[src/rtl/sleep_wdt_unit.sv]
module sleep_wdt_unit #(
  parameter int          BASE_LOG2 = 6,
  parameter int          STEP_LOG2 = 3,
  parameter int          FLAG_BIT  = 4,
  parameter logic [7:0]  MAGIC     = 8'h38
) (
  input  logic       clk,
  input  logic       por_n,
  input  logic       tick_32k,
  input  logic       wr_en,
  input  logic       wr_sel,
  input  logic [7:0] wr_data,
  input  logic [1:0] period_sel,
  output logic       sleep_irq,
  output logic       wdt_rst,
  output logic       por_flag
);
  localparam int CNT_W = BASE_LOG2 + 3 * STEP_LOG2;

  logic [CNT_W-1:0] cnt;
  logic [CNT_W:0]   span;
  logic [CNT_W-1:0] limit;
  logic [1:0]       wcnt;

  wire clr_wr = wr_en && !wr_sel;
  wire magic  = clr_wr && (wr_data == MAGIC);
  wire armed  = !por_flag;

  assign span  = (CNT_W+1)'(1) << (BASE_LOG2 + STEP_LOG2 * int'(period_sel));
  assign limit = CNT_W'(span - 1'b1);

  wire wrap = tick_32k && !magic && (cnt >= limit);

  always_ff @(posedge clk or negedge por_n) begin
    if (!por_n) cnt <= '0;
    else if (magic) cnt <= '0;
    else if (tick_32k) cnt <= wrap ? '0 : cnt + 1'b1;
  end

  always_ff @(posedge clk or negedge por_n) begin
    if (!por_n) wcnt <= '0;
    else if (clr_wr || !armed) wcnt <= '0;
    else if (wrap) wcnt <= (wcnt == 2'd2) ? 2'd0 : wcnt + 2'd1;
  end

  always_ff @(posedge clk or negedge por_n) begin
    if (!por_n) begin
      sleep_irq <= 1'b0;
      wdt_rst   <= 1'b0;
    end else begin
      sleep_irq <= wrap;
      wdt_rst   <= wrap && armed && !clr_wr && (wcnt == 2'd2);
    end
  end

  always_ff @(posedge clk or negedge por_n) begin
    if (!por_n) por_flag <= 1'b1;
    else if (wr_en && wr_sel && !wr_data[FLAG_BIT]) por_flag <= 1'b0;
  end

  AST_IRQ_PULSE:   assert property (@(posedge clk) disable iff (!por_n) sleep_irq |=> !sleep_irq);
  AST_WDT_PULSE:   assert property (@(posedge clk) disable iff (!por_n) wdt_rst |=> !wdt_rst);
  AST_WDT_ON_WRAP: assert property (@(posedge clk) disable iff (!por_n) wdt_rst |-> sleep_irq);
  AST_FLAG_STICKY: assert property (@(posedge clk) disable iff (!por_n) !por_flag |=> !por_flag);
  AST_WDT_ARMED:   assert property (@(posedge clk) disable iff (!por_n) wdt_rst |-> !por_flag);
  AST_WCNT_RANGE:  assert property (@(posedge clk) disable iff (!por_n) wcnt != 2'd3);
  AST_MAGIC_CLR:   assert property (@(posedge clk) disable iff (!por_n)
                     (wr_en && !wr_sel && wr_data == MAGIC) |=> (cnt == '0 && !sleep_irq));
  AST_PLAIN_CLR:   assert property (@(posedge clk) disable iff (!por_n)
                     (wr_en && !wr_sel) |=> (wcnt == 2'd0 && !wdt_rst));
endmodule

[config.mk]
export PLATFORM = sky130hd
export DESIGN_NAME = sleep_wdt_unit
export DESIGN_NICKNAME = d
export VERILOG_FILES = /design/src/rtl/sleep_wdt_unit.sv
export SDC_FILE = /design/constraint.sdc
export NUM_CORES = 1
export LEC_CHECK = 0
export BUFFER_PORTS_ARGS = -buffer_cell sky130_fd_sc_hd__buf_2
export CAP_MARGIN = 20
export CORE_ASPECT_RATIO = 1.5
export CORE_MARGIN = 3
export CORE_UTILIZATION = 55
export CTS_BUF_LIST = sky130_fd_sc_hd__clkbuf_4 sky130_fd_sc_hd__clkbuf_8
export DETAILED_ROUTE_END_ITERATION = 16
export PLACE_DENSITY = 0.79
export SLEW_MARGIN = 5
export SYNTH_ARGS = -nofsm -noshare
export SYNTH_HDL_FRONTEND = slang
export SYNTH_SLANG_ARGS = --single-unit
[constraint.sdc]
create_clock -name clk -period 4.65 [get_ports clk]
set_input_delay 0.2325 -clock clk [delete_from_list [all_inputs] [get_ports clk]]
set_output_delay 0.2325 -clock clk [all_outputs]
set_load 0.005 [all_outputs]
# Word level (Yosys, flattened, before mapping)
# Cells that the tools add are included.
# word_totals
ff_bits	20
out_inout_bits	3
# op_classes
mux	6
shifts	1
magnitude_cmp	1
reduce_logical	17
multipliers	1
addsub	4
eq_ne	2
# ops
operator	n
$mux 15	3
$add 15x1->15 const B	1
$ge 15x15->1	1
$shl 1x5->15 const A	1
$sub 15x1->15 const B	1
$logic_and 1x1->1	9
$eq 8x6->1 const B	1
$mux 2	3
$add 3x4->5 const A	1
$logic_not 1->1	5
$mul 2x2->4 const A	1
$reduce_bool 2->1	2
$add 2x1->2 const B	1
$eq 2x2->1 const B	1
$logic_or 1x1->1	1

# Logic depth before layout (Yosys ltp)
# logic_depth
depth_word	9
ltp_mapped	11

# Least setup slack after synthesis
# OpenSTA, ideal clock, no wires.
# synth_timing
path_kind	reg-to-reg
from	register cnt[10]
to	register cnt[12]
path_slack_ps	2529
arrival_time_ps	2045
stages_incl_launch_ff	9
required_time_ps	4574
n_path_buf	1
period_less_slack_ps	2121
cell_sequence	dfrtp_1 -> ha_1 -> a21oi_2 -> o21ai_1 -> a2111oi_2 -> nand3_2 -> buf_6 -> or3_1 -> o21ai_1
# synth_via
elab_chain_cells	5
# synth_rtl
element	line_no	rtl
from (decl)	20	logic [CNT_W-1:0] cnt;
from (signal assigned)	37	else if (tick_32k) cnt <= wrap ? '0 : cnt + 1'b1;
$ge 15x15->1	32	wire wrap = tick_32k && !magic && (cnt >= limit);
$logic_and 1x1->1	32	
$mux 15 (*) (2 in a row)	37	
$mux 15 (*)	36	else if (magic) cnt <= '0;
# Mark *: on every way between the ends. The rest lies on a longest branch, timed or not. The select of a mux whose other input is x is not followed.
# A chain may end at the register's enable or synchronous reset.

# Worst setup path in the final report
# layout_timing
from	register cnt[10]
to	register cnt[11]
# Same word-level chain as after synthesis.

==> summary.md <==
| Metric | Value |
|---|---|
| CP Capture Type | `register` |
| Root Buffer | `clkbuf_4` |
| Largest stage delay, worst path | `510 ps` |
| Post-synth top flop | `dfrtp_1` |
| Hold Vio Cnt, Final | `0` |
| Register area share after synthesis | `0.352` |
| Final Power | `484 uW` |
| Die Wd | `47.6 microns` |
| Tmin final | `2500 ps` |
| Synthesized area per cell | `8.85 sq um` |
| Avg WL per Cell | `14.3 microns` |
| Routed Antenna Nets | `0` |
| Initial Util | `0.582` |
| RSZ-0062 raised after global routing | `false` |
| Critical R2R Launch | `cnt[10]` |
| Mapped Area | `0.00143 sq mm` |
| Die Area | `0.00325 sq mm` |
| CP max stage cell | `or3_2` |
| Crit Path Max Fanout | `12` |
| Die Ht | `68.3 microns` |
| Core Region | `0.00245 sq mm` |
| Post-Syn Instances | `161` |
| DRT iter0 DRCs | `29` |
| Final setup vio count | `0` |
| Sink Count | `20` |
| Total wire length | `2960 microns` |
| First-pass GRT wire length | `5190 microns` |
| Power share of the clock group | `0.192` |
| Share of cells above drive strength 1 | `0.169` |
| Reg clk slew, reported paths | `110 ps` |
| Fin Setup TNS | `0 ps` |
| Critical path launch point | `cnt[10]` |
| Max cap viols | `0` |
| Std-Cell Rows | `22` |
| Net Switching | `178 uW` |
| Crit share post-route | `0.538` |
| Worst Path Arrival | `2730 ps` |
| Post-CTS setup buffer count | `0` |
| Fmax | `400 MHz` |
| I/O pins | `18` |
| H-tree Lvls | `1` |
| Clock Skews | `3.65 ps` |
| Cell-internal power | `306 uW` |
| Largest net degree at the start of global routing | `21` |
| Placer's final routability congestion estimate | `0.766` |
| Pre-antenna DRT Iters | `4` |
| Vias | `1267` |
| Ys Warns | `0` |
| Max VDD drop | `299 uV` |
| IO buf count | `17` |
| Total power per unit cell area | `309 mW/mm^2` |
| Critical path class | `reg -> reg` |
| Num CTS Buffers | `3` |
| Total congestion overflow | `0` |
| Number of global-route vias before repair | `1246` |
| Startpoint Class | `register` |
| Post-synthesis async set-or-reset flop share | `1.00` |
| DRC | `0` |
| Fin Hold WS | `164 ps` |
| CP cell instances | `ha_1 -> a21oi_2 -> o21ai_1 -> a2111oi_2 -> nand3_2 -> or3_2 -> o21ai_0` |
| Register bit total from synthesis | `20` |
| Vias per cell | `6.12` |
| Antenna cells | `0` |
| Worst slew pin tran | `572 ps` |
| Switching share of total power | `0.367` |
| Worst-Skew Late Latency | `300 ps` |
| Post-DP HPWL | `2380 microns` |
| CTS tree | `yes` |
| Max Slew Vio Count | `0` |
| Final core occ | `0.639` |
| Rel. slew slack | `0.617` |
| Critical Path RT | `4880 ps` |
| Reg area | `502 sq um` |
| Multi-input logic area | `862 sq um` |
| Hold buffer count at cts | `1` |
| Initial antenna violation count | `0` |
| # resized after CTS | `0` |
| Sequential power share | `0.504` |
| Nets@finish | `216` |
| Leak | `0.000741 uW` |
| All-Layer GR Usage | `0.219` |
| Unique masters post-synth | `42` |
| Worst Hold Class | `in -> reg` |
| Fillers | `230` |
| Status | `finished, final reports clean` |
| EDFF count, synth | `0` |
| HP Start | `wr_data[4]` |
| Clock tree buffer depth | `2` |
| Area grow syn2layout | `9.83%` |
| Combinational share of power | `0.305` |
-- through the flow --
step           setup WS, ps  instances  cell area (sq um)
5_1_grt                1940        207               1570
6_report               2150        207               1570
4_1_cts                2100        206               1560
3_5_place_dp           2110        201               1520
2_1_floorplan          2530        164               1440
3_3_place_gp           2240        201               1520
-- sequential cells by signal, summed over array words and instances (netlist names) --
| name | flops |
|---|---|
| por_flag | 1 |
| wcnt | 2 |
| wdt_rst | 1 |
| cnt | 15 |
| sleep_irq | 1 |
-- power by group through the flow --
stage          sequential (uW)  combinational (uW)  clock [uW]
3_5_place_dp               246                 146           0
6_report                   244                 147        92.8
2_1_floorplan              234                 118           0
3_3_place_gp               243                 135           0
5_1_grt                    251                 174        99.1
4_1_cts                    243                 148        95.2
-- layout make-up --
class	instances	area share
clock buffers	4	0.0192
inverters	11	0.0264
multi-input cells	129	0.551
flip-flops and latches	20	0.321
well taps	24	0.0192
repair buffers	19	0.0639
-- logic make-up after synthesis --
logic type / after synthesis / share of synthesized area
simple gates: 68 / 0.251
flops: 20 / 0.352
buf+inv: 15 / 0.0509
other cells: 2 / 0.00527
fa+ha+maj: 17 / 0.149
xor+xnor: 1 / 0.00615
compound gates: 36 / 0.171
mux: 2 / 0.0140
-- critical path: cells and delay by family, from the launching register on --
kind	cells	cell delay, ps
AOI/OAI and AO/OA	4	770
DFF	1	470
and+or+nand+nor	2	810
adders and majority gates	1	370
-- synth_stat cells (all sizes together) (2+ instances only) --
| master | count | area, sq um |
|---|---|---|
| dfrtp | 19 | 475 |
| nand2 | 18 | 67.6 |
| ha | 17 | 213 |
| nand3 | 17 | 90.1 |
| inv | 11 | 41.3 |
| o21ai | 11 | 55.1 |
| a21oi | 9 | 52.6 |
| nor2 | 8 | 30.0 |
| nand4 | 7 | 43.8 |
| o311ai | 6 | 52.6 |
| and3 | 4 | 25.0 |
| buf | 3 | 27.5 |
| or3 | 3 | 21.3 |
| a211oi | 2 | 15.0 |
| a31oi | 2 | 12.5 |
| and2 | 2 | 12.5 |
| conb | 2 | 7.51 |
| mux2i | 2 | 20.0 |
-- per-layer routing --
layer	share of wire	wire, microns	track usage	up-vias
met1	0.41	1220	0.276	596
met2	0.54	1590	0.366	33
met5	0	0	0	-
li1	-	-	-	633
met4	0.014	40	0.0875	0
met3	0.038	111	0.0289	5
-- layout by cell type, fill, tap and decap left out, types with 2 or more instances in the layout --
| cell | n |
|---|---|
| ha_1 | 17 |
| o311ai_1 | 2 |
| a21oi_1 | 7 |
| a211oi_1 | 2 |
| buf_2 | 18 |
| conb_1 | 5 |
| nor2_1 | 8 |
| o21ai_0 | 9 |
| o311ai_0 | 4 |
| nand4_1 | 7 |
| and2_1 | 2 |
| a21oi_2 | 2 |
| nand3_1 | 16 |
| nand2_1 | 18 |
| mux2i_1 | 2 |
| a31oi_1 | 2 |
| inv_1 | 11 |
| or3_2 | 2 |
| dfrtp_1 | 19 |
| o21ai_1 | 2 |
| clkbuf_4 | 4 |
| and3_1 | 4 |
-- worst paths after layout --
| path | endpoint | slack, ps | cells after the start |
|---|---|---|---|
| worst max-delay path | cnt[11] | 2150 | 7 |
| worst min-delay path | por_flag | 160 | 2 |
| worst max register to register | cnt[11] | 2150 | 7 |
| worst min register to register | por_flag | 470 | 1 |
| max in group asynchronous | por_flag | 3910 | 2 |
| min in group asynchronous | wdt_rst | 390 | 2 |
Power figures use the tool's default switching activity.
